File: src/rtl/prot_thresh_pkg.sv
package prot_thresh_pkg;
  typedef enum logic [3:0] {
    K_OTHER,
    K_READ,
    K_WRITE,
    K_WEN,
    K_WDS,
    K_BULK,
    K_PRREAD,
    K_PREN,
    K_PRCLR,
    K_PRWR,
    K_PRLOCK
  } cmd_kind_e;

  localparam logic [1:0] OP_CTRL  = 2'b00;
  localparam logic [1:0] OP_WRITE = 2'b01;
  localparam logic [1:0] OP_READ  = 2'b10;
  localparam logic [1:0] OP_CLEAR = 2'b11;

  localparam logic [1:0] SUB_DIS  = 2'b00;
  localparam logic [1:0] SUB_BULK = 2'b01;
  localparam logic [1:0] SUB_EN   = 2'b11;
endpackage

File: src/rtl/prot_cmd_decode.sv
module prot_cmd_decode
  import prot_thresh_pkg::*;
#(
  parameter int ADDR_W = 6
) (
  input  logic [1:0]        op_i,
  input  logic [ADDR_W-1:0] addr_i,
  input  logic              pre_i,
  output cmd_kind_e         kind_o
);
  localparam logic [ADDR_W-1:0] ALL_ONES = '1;
  localparam logic [ADDR_W-1:0] ALL_ZERO = '0;

  logic [1:0] sub;
  assign sub = addr_i[ADDR_W-1 -: 2];

  always_comb begin
    kind_o = K_OTHER;
    if (pre_i) begin
      unique case (op_i)
        OP_READ:  kind_o = K_PRREAD;
        OP_WRITE: kind_o = K_PRWR;
        OP_CLEAR: kind_o = (addr_i == ALL_ONES) ? K_PRCLR : K_OTHER;
        default: begin
          if (sub == SUB_EN)          kind_o = K_PREN;
          else if (addr_i == ALL_ZERO) kind_o = K_PRLOCK;
          else                         kind_o = K_OTHER;
        end
      endcase
    end else begin
      unique case (op_i)
        OP_READ:  kind_o = K_READ;
        OP_WRITE: kind_o = K_WRITE;
        OP_CLEAR: kind_o = K_OTHER;
        default: begin
          unique case (sub)
            SUB_EN:   kind_o = K_WEN;
            SUB_DIS:  kind_o = K_WDS;
            SUB_BULK: kind_o = K_BULK;
            default:  kind_o = K_OTHER;
          endcase
        end
      endcase
    end
  end
endmodule

File: src/rtl/prot_arm_track.sv
module prot_arm_track
  import prot_thresh_pkg::*;
(
  input  logic      clk_i,
  input  logic      rst_ni,
  input  logic      valid_i,
  input  cmd_kind_e kind_i,
  input  logic      pe_i,
  input  logic      wen_i,
  output logic      armed_o
);
  logic armed_q;

  // any loaded command consumes or cancels the arming
  always_ff @(posedge clk_i or negedge rst_ni) begin
    if (!rst_ni)      armed_q <= 1'b0;
    else if (valid_i) armed_q <= (kind_i == K_PREN) && pe_i && wen_i;
  end

  assign armed_o = armed_q;
endmodule

File: src/rtl/prot_reg.sv
module prot_reg
  import prot_thresh_pkg::*;
#(
  parameter int ADDR_W = 6
) (
  input  logic              clk_i,
  input  logic              rst_ni,
  input  logic              valid_i,
  input  cmd_kind_e         kind_i,
  input  logic [ADDR_W-1:0] addr_i,
  input  logic              pe_i,
  input  logic              armed_i,
  output logic [ADDR_W-1:0] thresh_o,
  output logic              cleared_o,
  output logic              locked_o
);
  localparam logic [ADDR_W-1:0] ALL_ONES = '1;

  logic [ADDR_W-1:0] thresh_q;
  logic              cleared_q, locked_q;
  logic              alter_ok;

  assign alter_ok = valid_i && armed_i && pe_i && !locked_q;

  always_ff @(posedge clk_i or negedge rst_ni) begin
    if (!rst_ni) begin
      thresh_q  <= ALL_ONES;
      cleared_q <= 1'b1;
      locked_q  <= 1'b0;
    end else if (alter_ok) begin
      unique case (kind_i)
        K_PRCLR: begin
          thresh_q  <= ALL_ONES;
          cleared_q <= 1'b1;
        end
        K_PRWR: begin
          if (cleared_q) begin
            thresh_q  <= addr_i;
            cleared_q <= 1'b0;
          end
        end
        K_PRLOCK: locked_q <= 1'b1;
        default: ;
      endcase
    end
  end

  assign thresh_o  = thresh_q;
  assign cleared_o = cleared_q;
  assign locked_o  = locked_q;
endmodule

File: src/rtl/prot_grant.sv
module prot_grant
  import prot_thresh_pkg::*;
#(
  parameter int ADDR_W = 6
) (
  input  logic              clk_i,
  input  logic              rst_ni,
  input  logic              valid_i,
  input  cmd_kind_e         kind_i,
  input  logic [ADDR_W-1:0] addr_i,
  input  logic              pe_i,
  input  logic              wen_i,
  input  logic [ADDR_W-1:0] thresh_i,
  input  logic              cleared_i,
  output logic              wr_o,
  output logic              bulk_o,
  output logic              rd_o
);
  logic wr_d, bulk_d, rd_d, prog_ok;

  assign prog_ok = valid_i && pe_i && wen_i;

  always_comb begin
    wr_d   = prog_ok && (kind_i == K_WRITE) && (cleared_i || (addr_i < thresh_i));
    bulk_d = prog_ok && (kind_i == K_BULK) && cleared_i;
    rd_d   = valid_i && (kind_i == K_PRREAD);
  end

  always_ff @(posedge clk_i or negedge rst_ni) begin
    if (!rst_ni) begin
      wr_o   <= 1'b0;
      bulk_o <= 1'b0;
      rd_o   <= 1'b0;
    end else begin
      wr_o   <= wr_d;
      bulk_o <= bulk_d;
      rd_o   <= rd_d;
    end
  end
endmodule

File: src/rtl/prot_thresh_ctrl.sv
module prot_thresh_ctrl
  import prot_thresh_pkg::*;
#(
  parameter int ADDR_W = 6
) (
  input  logic              clk_i,
  input  logic              rst_ni,
  input  logic              cmd_valid_i,
  input  logic [1:0]        cmd_op_i,
  input  logic [ADDR_W-1:0] cmd_addr_i,
  input  logic              cmd_pre_i,
  input  logic              cmd_pe_i,
  input  logic              wen_i,
  output logic              wr_grant_o,
  output logic              bulk_grant_o,
  output logic              prot_rd_o,
  output logic [ADDR_W-1:0] prot_addr_o
);
  cmd_kind_e kind;
  logic      armed_q, cleared_q, locked_q;

  prot_cmd_decode #(.ADDR_W(ADDR_W)) u_dec (
    .op_i   (cmd_op_i),
    .addr_i (cmd_addr_i),
    .pre_i  (cmd_pre_i),
    .kind_o (kind)
  );

  prot_arm_track u_arm (
    .clk_i   (clk_i),
    .rst_ni  (rst_ni),
    .valid_i (cmd_valid_i),
    .kind_i  (kind),
    .pe_i    (cmd_pe_i),
    .wen_i   (wen_i),
    .armed_o (armed_q)
  );

  prot_reg #(.ADDR_W(ADDR_W)) u_reg (
    .clk_i     (clk_i),
    .rst_ni    (rst_ni),
    .valid_i   (cmd_valid_i),
    .kind_i    (kind),
    .addr_i    (cmd_addr_i),
    .pe_i      (cmd_pe_i),
    .armed_i   (armed_q),
    .thresh_o  (prot_addr_o),
    .cleared_o (cleared_q),
    .locked_o  (locked_q)
  );

  prot_grant #(.ADDR_W(ADDR_W)) u_gnt (
    .clk_i     (clk_i),
    .rst_ni    (rst_ni),
    .valid_i   (cmd_valid_i),
    .kind_i    (kind),
    .addr_i    (cmd_addr_i),
    .pe_i      (cmd_pe_i),
    .wen_i     (wen_i),
    .thresh_i  (prot_addr_o),
    .cleared_i (cleared_q),
    .wr_o      (wr_grant_o),
    .bulk_o    (bulk_grant_o),
    .rd_o      (prot_rd_o)
  );
endmodule

File: config.mk
export PLATFORM = sky130hd
export DESIGN_NAME = prot_thresh_ctrl
export DESIGN_NICKNAME = d
export VERILOG_FILES = /design/src/rtl/prot_thresh_pkg.sv /design/src/rtl/prot_cmd_decode.sv /design/src/rtl/prot_arm_track.sv /design/src/rtl/prot_reg.sv /design/src/rtl/prot_grant.sv /design/src/rtl/prot_thresh_ctrl.sv
export SDC_FILE = /design/constraint.sdc
export NUM_CORES = 1
export LEC_CHECK = 0
export CELL_PAD_IN_SITES_DETAIL_PLACEMENT = 1
export CELL_PAD_IN_SITES_GLOBAL_PLACEMENT = 1
export CORE_ASPECT_RATIO = 0.6
export CORE_MARGIN = 3
export CORE_UTILIZATION = 31
export CTS_CLUSTER_DIAMETER = 100
export DETAILED_ROUTE_END_ITERATION = 10
export GPL_TIMING_DRIVEN = 0
export HOLD_SLACK_MARGIN = 0.15
export PLACE_DENSITY_LB_ADDON = 0.25
export SETUP_SLACK_MARGIN = 0.05
export SLEW_MARGIN = 20
export SYNTH_ARGS = -nofsm -noshare
export SYNTH_HDL_FRONTEND = slang
export SYNTH_SLANG_ARGS = --single-unit
File: constraint.sdc
create_clock -name clk_i -period 1.8 [get_ports clk_i]
set_clock_uncertainty 0.2 [all_clocks]
set_input_delay 0.36 -clock clk_i [delete_from_list [all_inputs] [get_ports clk_i]]
set_output_delay 0.36 -clock clk_i [all_outputs]
set_load 0.01 [all_outputs]
## Yosys cells after proc, flatten, opt, wreduce, memory -nomap -nowiden

Index checks and enable logic that the tools add are counted.
Widths: inputs -> output; s select.

- Flip-flop bits (word level): 12
- Input bits: 14
- Output and inout port bits: 9

- $lt $le $gt $ge: 1
- Equal/unequal tests: 14
- Muxes and demuxes: 10
- Reduce and logical (&&, ||, !) cells: 20

Operators with widths:

| operator | number |
|---|---|
| $pmux 4 s3 | 2 |
| $mux 4 | 4 |
| $eq 4x3->1 const B | 3 |
| $eq 4x4->1 const B | 3 |
| $logic_and 1x1->1 | 12 |
| $pmux 6 s2 | 1 |
| $pmux 3 s3 | 1 |
| $eq 2x2->1 const B | 3 |
| $eq 6x6->1 const B | 1 |
| $logic_not 6->1 | 1 |
| $lt 6x6->1 | 1 |
| $mux 6 | 1 |
| $eq 2x1->1 const B | 2 |
| $eq 4x2->1 const B | 1 |
| $reduce_and 2->1 | 2 |
| $reduce_and 3->1 | 1 |
| $logic_not 2->1 | 1 |
| $ne 2x1->1 const B | 1 |
| $pmux 1 s2 | 1 |
| $reduce_bool 2->1 | 1 |
| $logic_not 1->1 | 1 |
| $logic_or 1x1->1 | 1 |

## Depth between registers and ports, before layout

Gate-level depths: netlist of run 1.

- Word-level depth: 8
- Gate-level depth with buffers: 6

## Cells and area by module

Synthesis of run 1 repeated with hierarchy kept, for this count alone.

- Cells, all modules: 101
- Area, all modules: 934.6 sq um

Modules (own cells, without submodules):

| module | instances | cells each | area an instance (sq um) |
|---|---|---|---|
| prot_reg | 1 | 44 | 486.7 |
| prot_grant | 1 | 29 | 255.2 |
| prot_cmd_decode | 1 | 23 | 137.6 |
| prot_arm_track | 1 | 5 | 55.1 |

## Worst setup path after synthesis of run 1

OpenSTA, ideal clock, no wires.

- Kind: input -> register
- Start point: in cmd_pre_i
- End point: reg u_reg.thresh_q[0], in the netlist u_reg.thresh_o[0]
- Arrival time: 1.713 ns
- Data required time: 1.520 ns
- Slack: -0.192 ns
- Cell stages on the path: 6
- Cell sequence: buf_2 > nand2_1 > nor3_1 > o31ai_2 > or4b_4 > o22a_1

- Word-level cells in the longest chain between the ends: 4

Ends and longest elaborated chain:

| what | line | source |
|---|---|---|
| from (decl) | prot_thresh_ctrl.sv:11 | `input logic cmd_pre_i,` |
| $mux 4 * | prot_cmd_decode.sv:19 | `if (pre_i) begin` |
| $eq 4x4->1 | prot_reg.sv:31 | `unique case (kind_i)` |
| $ne 2x1->1 (no line) or $reduce_bool 2->1 (tied branches) | n/a |  |
| $reduce_and 3->1 (no line) | n/a |  |
| to (signal assigned) | prot_reg.sv:38 | `thresh_q <= addr_i;` |
| to (decl) | prot_reg.sv:19 | `logic [ADDR_W-1:0] thresh_q;` |

Mark *: on every way between the ends. The rest lies on a longest branch, timed or not.
A chain may end at the register's enable or synchronous reset.

## Worst setup path in the final report of run 1

- Start point: in cmd_addr_i[4]
- End point: reg u_reg.thresh_q[0], in the netlist u_reg.thresh_o[0]

- Word-level cells in the longest chain between the ends: 8

Ends and longest elaborated chain:

| what | line | source |
|---|---|---|
| from (decl) | prot_thresh_ctrl.sv:10 | `input logic [ADDR_W-1:0] cmd_addr_i,` |
| $logic_not 6->1 | prot_cmd_decode.sv:26 | `else if (addr_i == ALL_ZERO) kind_o = K_PRLOCK;` |
| $mux 4 | prot_cmd_decode.sv:26 |  |
| $mux 4 | prot_cmd_decode.sv:25 | `if (sub == SUB_EN) kind_o = K_PREN;` |
| $pmux 4 s3 | prot_cmd_decode.sv:20 | `unique case (op_i)` |
| $mux 4 * | prot_cmd_decode.sv:19 |  |
| $eq 4x4->1 | prot_reg.sv:31 |  |
| $ne 2x1->1 (no line) or $reduce_bool 2->1 (tied branches) | n/a |  |
| $reduce_and 3->1 (no line) | n/a |  |

Marked as above.

==> results of run 1 <==
==> synth_stat cells (3+ instances only) <==
cell type	instances	area, sq um
inv_1	9	33.8
dfstp_2	7	184
nand2_1	6	22.5
nor2_1	6	22.5
dfrtp_1	5	125
ha_1	5	62.6
nor3_1	5	25.0
o22a_1	4	35.0
a21oi_1	3	15.0
o21ai_0	3	15.0
==> worst max-delay path by stage <==
stage | startpoint | endpoint | slack (ps) | cells past startpoint
2_1_floorplan | cmd_addr_i[5] | u_reg.thresh_o[0] | -120 | 5
3_3_place_gp | cmd_addr_i[5] | u_reg.thresh_o[1] | -1020 | 6
3_5_place_dp | cmd_addr_i[5] | u_reg.thresh_o[1] | -1020 | 6
4_1_cts | cmd_addr_i[1] | u_reg.thresh_o[0] | -100 | 6
5_1_grt | cmd_addr_i[4] | u_reg.thresh_o[4] | -170 | 6
6_report | cmd_addr_i[4] | u_reg.thresh_o[0] | -110 | 6
==> stage by stage <==
stage | utilization (%) | cell area (sq um) | total power, W | instances | TNS, ps
floorplan | - | 850 | 0.000352 | 85 | -726
finish | 55.5 | 1270 | 0.000753 | 149 | -395
global placement | 47.4 | 1090 | 0.000417 | 135 | -8530
CTS | 53.1 | 1220 | 0.000735 | 145 | -433
global route | 55.5 | 1270 | 0.000786 | 149 | -778
detailed placement | 47.4 | 1090 | 0.000422 | 135 | -8730
==> routing by layer <==
metal | global-route usage [%] | vias up | wire [microns]
met3 | 5.78 | 2 | 148
met4 | 3.37 | 0 | 19
met5 | 0 | - | 0
met2 | 30.7 | 24 | 1440
met1 | 22.8 | 394 | 1240
li1 | - | 380 | -
==> registers in the layout, indices dropped and copies added (netlist names) <==
signal	cells
u_reg.cleared_o	1
u_reg.locked_o	1
u_arm.armed_o	1
u_gnt.bulk_o	1
u_gnt.wr_o	1
u_gnt.rd_o	1
u_reg.thresh_o	6
==> repair_timing <==
item                                    4_1_cts  5_1_grt
endpoints found under the setup margin       17       10
buffers inserted                              6        4
hold endpoints to repair                      0        0
cloned                                        0        0
pin swaps                                    19       11
hold buffers                                  0        0
resized for setup                            55       10
==> final cells by class <==
type                    count  area [sq um]
plain buffers               2          12.5
clock buffers               4          55.1
fillers                   257          1020
inverters                  10          37.5
multi-input cells          61           562
flip-flops and latches     12           309
well taps                  30          37.5
repair buffers             30           260
==> critical path: stages <==
cell     delay (ps)
buf_12          110
nor4_4          280
and4_4          280
o31ai_4          70
or4b_4          580
o22a_1          200
==> power breakdown <==
group          internal, W  total [W]  switching [W]
sequential        0.000279   0.000283     0.00000397
combinational    0.0000739   0.000167      0.0000935
clock             0.000194   0.000303       0.000109
total             0.000547   0.000753       0.000207
==> logic make-up (layout without fill, tap and decap cells) <==
group                    after synthesis  after routing  share of synthesized area [%]
adder cells (fa/ha/maj)                5              5                           7.92
multiplexers                           2              2                           2.85
flip-flops                            12             12                           39.1
AND/OR/NAND/NOR                       30             30                           20.3
AO/OA/AOI/OAI                         24             24                           23.8
buffers and inverters                 12             46                           6.02
==> run metrics, run 1 <==
CTS tree=done; die area=3210 sq um; Reg clk slew, reported paths=60 ps; RSZ-0062 raised after global routing=true; hold_sp=cmd_op_i[0]; R2R cell count=4; CTS Sinks=12; FMAX=~520 MHz; vias in the first global route=about 810; crit end category=flop; HPWL Detailed=1850 microns; commonest register cell after synthesis=dfstp_2; peak supply drop=0.395 mV; Place WS=-1020 ps; Tot GR Track Use=approximately 18%; failing checks=negative setup slack; initial antenna violation count=0; initial DRC count=34; gr ovfl total=0; Worst-Skew Late Latency=240 ps; NumNets Final=139; Hold Slack=~180 ps; Post-synth EDFFs=0; Longest Clk Path Bufs=2; Std-Cell Rows=13; synthesized area=790 sq um; final setup margin=-110 ps; Syn Nets=104; final setup fails=4; FF-to-FF Start=u_reg.locked_o; Slew @ Worst Pin=570 ps; Synth Register Bits=12; CP Data Required Time=1770 ps; Starting Density=34.4%; max_cap viols=0; Root Driver=clkbuf_8; hold path depth=2; commonest non-fill, non-tap cell in the layout=buf_4; status=complete, but fails checks; Diodes inserted=0; crit path kind=in2reg; PwrDens=591 nW/um^2; r2r endpoint=u_reg.thresh_o[0]; post-synthesis sequential area ratio=39.1%; die height=~45 microns; period utilization=106%; endpoints failing hold=0; via count=800; Synth-to-Final Area Change=61.3%; # IOs=23; library cells used by synthesis=31; share of layout cells above drive strength 1=a little under half; H-tree Lvls=1; asr flop ratio synth=100%; largest net degree at the start of global routing=13; register-to-register setup slack=0 ps; Max Slew Vio Count=0; core area=2290 sq um; Detailed Route WL=roughly 2800 microns; GP Congestion=0.746; final antenna-violating net count=0; CP max FO=6; WP data arrival=roughly 1900 ps; Leak=0.521 nW; CTS Buf Count=3; worst hold path type=in2reg; drt first pass iters=4; first-pass GRT wire length=~4200 microns; Avg WL per Cell=~19 microns; Hold Path Sink=u_gnt.rd_o; Port Buffer Count=20; syn avg cell area=around 9.3 sq um; yosys warns=0; max_slew headroom=61.9%; Die Wd=71.2 microns; Worst setup SP type=primary input; crit path time final=1910 ps; most frequent cells in the layout=12 x buf_4, 7 x dfstp_2, 6 x inv_1, 6 x dlygate4sd2_1; Cells after Synth=85; DR vias/cell=5.37; # DRC=0
Note: power is estimated with default switching activity, not from simulation.
==> run 2, diff against run 1 <==
--- a/config.mk
+++ b/config.mk
@@ -20,3 +20,4 @@
 export SYNTH_ARGS = -nofsm -noshare
 export SYNTH_HDL_FRONTEND = slang
 export SYNTH_SLANG_ARGS = --single-unit
+export TNS_END_PERCENT = 50
==> run metrics, run 2 (synthesized netlist as in run 1, its figures left out) <==
largest net degree at the start of global routing=13; die height=45.1 microns; via count=828; most frequent cells in the layout=13 x buf_4, 7 x dfstp_2, 6 x inv_1, 6 x dlygate4sd2_1; Critical Path Start=u_reg.thresh_o[2]; Max Slew Vio Count=0; Port Buffer Count=20; register-to-register setup slack=-70 ps; FMAX=533 MHz; # DRC=0; Reg clk slew, reported paths=60 ps; PwrDens=599 nW/um^2; crit end category=flop; HPWL Detailed=1810 microns; Starting Density=34.4%; Max stage delay on crit path=570 ps; commonest non-fill, non-tap cell in the layout=buf_4; final antenna-violating net count=0; Slowest-stage cell, CP=dfstp_2; DR vias/cell=about 5.5; RSZ-0062 raised after global routing=true; Inst Count DP=135; CP max FO=3; GP Congestion=approximately 0.74; Largest register FFs=6; initial antenna violation count=0; H-tree Lvls=1; max_cap viols=0; Std-Cell Rows=13; period utilization=104%; final setup fails=5; Die Wd=71.2 microns; Tot GR Track Use=~18%; Final TNS setup=-240 ps; hold buffers post-CTS=0; endpoints failing hold=0; R2R cell count=6; share of layout cells above drive strength 1=45.0%; status=complete, but fails checks; Worst setup SP type=flop; Finished Core Util=55.1%; first-pass GRT wire length=4170 microns; WP data arrival=1830 ps; Diodes inserted=0; Hold Slack=181 ps; Final Non-Filler Cells=150; Worst-Skew Late Latency=250 ps; Hold Path Sink=u_gnt.rd_o; fillcell total=roughly 260; Longest Clk Path Bufs=2; FF-to-FF Start=u_reg.thresh_o[2]; worst hold path type=in2reg; # IOs=23; CTS Buf Count=3; Slew @ Worst Pin=approximately 610 ps; Root Driver=clkbuf_8; Detailed Route WL=2900 microns; Cell Chain, Critical Path=inv_1, ha_1, o21ai_1, o21bai_1, a21o_1, a311oi_2; CTS Sinks=12; final setup margin=-75.0 ps; CTS tree=done; Leak=0.520 nW; crit path kind=reg2reg; CP Data Required Time=1750 ps; Avg WL per Cell=about 19 microns; vias in the first global route=803; core area=2290 sq um; NumNets Final=140; crit path time final=1870 ps; hold_sp=cmd_op_i[0]; Synth-to-Final Area Change=60.1%; drt first pass iters=4; hold path depth=2; gr ovfl total=0; max_slew headroom=59.4%; peak supply drop=0.299 mV; die area=around 3200 sq um; r2r endpoint=u_gnt.wr_o; failing checks=negative setup slack; Design Power=0.000757 W; initial DRC count=52
[run 2: changes by cell type in the layout (fill, tap and decap cells not counted)]
cell / before / now
buf_4: 12 / 13
ha_1: 3 / 4
ha_4: 2 / 1
nor2_1: 4 / 5
nor2_2: 2 / 1
nor4_1: 1 / 0
nor4_2: 0 / 1
o21ai_0: 1 / 2
o21ai_2: 1 / 0
o31ai_1: 0 / 1
o31ai_2: 1 / 0
[run 2: layout make-up]
class / count / area, sq um / area share (%)
repair buffers: 31 / 268 / 21.2
clock buffers: 4 / 55.1 / 4.36
inverters: 10 / 37.5 / 2.97
flip-flops and latches: 12 / 309 / 24.5
well taps: 30 / 37.5 / 2.97
multi-input cells: 61 / 544 / 43.1
plain buffers: 2 / 12.5 / 0.990
[run 2: per-layer routing]
metal | routed length, microns | GRT usage (%) | vias up
li1 | - | - | 380
met1 | 1210 | 22.9 | 410
met2 | 1470 | 30.3 | 32
met3 | 148 | 5.33 | 6
met4 | 63 | 3.37 | 0
met5 | 0 | 0 | -
[run 2: critical path, delay by kind of cell, from the launching register on]
| kind | cells | cell delay (ps) |
|---|---|---|
| buf+inv | 1 | 60 |
| flops | 1 | 570 |
| fa+ha+maj | 1 | 300 |
| compound gates | 4 | 660 |
[run 2: power by group]
part	switching, W	total (W)	internal (W)
Sequential	0.00000398	0.000283	0.000279
Combinational	0.0000919	0.000166	0.0000741
Clock	0.000114	0.000308	0.000194
Total	0.000210	0.000757	0.000547
[run 2: metrics by stage]
step                      area [sq um]  worst slack (ps)
final                             1260             -75.0
after global routing              1260              -170
after global placement            1070             -1020
after floorplan                    832              -122
after CTS                         1210             -95.7
after detailed placement          1070             -1040
[run 2: worst max path at each step]
stage | endpoint | slack [ps] | depth (start not counted)
after floorplan | u_reg.thresh_o[0] | -120 | 5
after global placement | u_reg.thresh_o[1] | -1020 | 6
after detailed placement | u_reg.thresh_o[2] | -1040 | 6
after CTS | u_reg.thresh_o[5] | -100 | 6
after global routing | u_gnt.wr_o | -170 | 6
final | u_gnt.wr_o | -70 | 6
[run 2: timing repair]
item / in CTS / in global routing
resized for setup: 56 / 7
hold endpoints to repair: 0 / 0
pin swaps: 16 / 8
setup buffers: 7 / 4
setup endpoints to repair: 17 / 10
gates cloned: 0 / 0
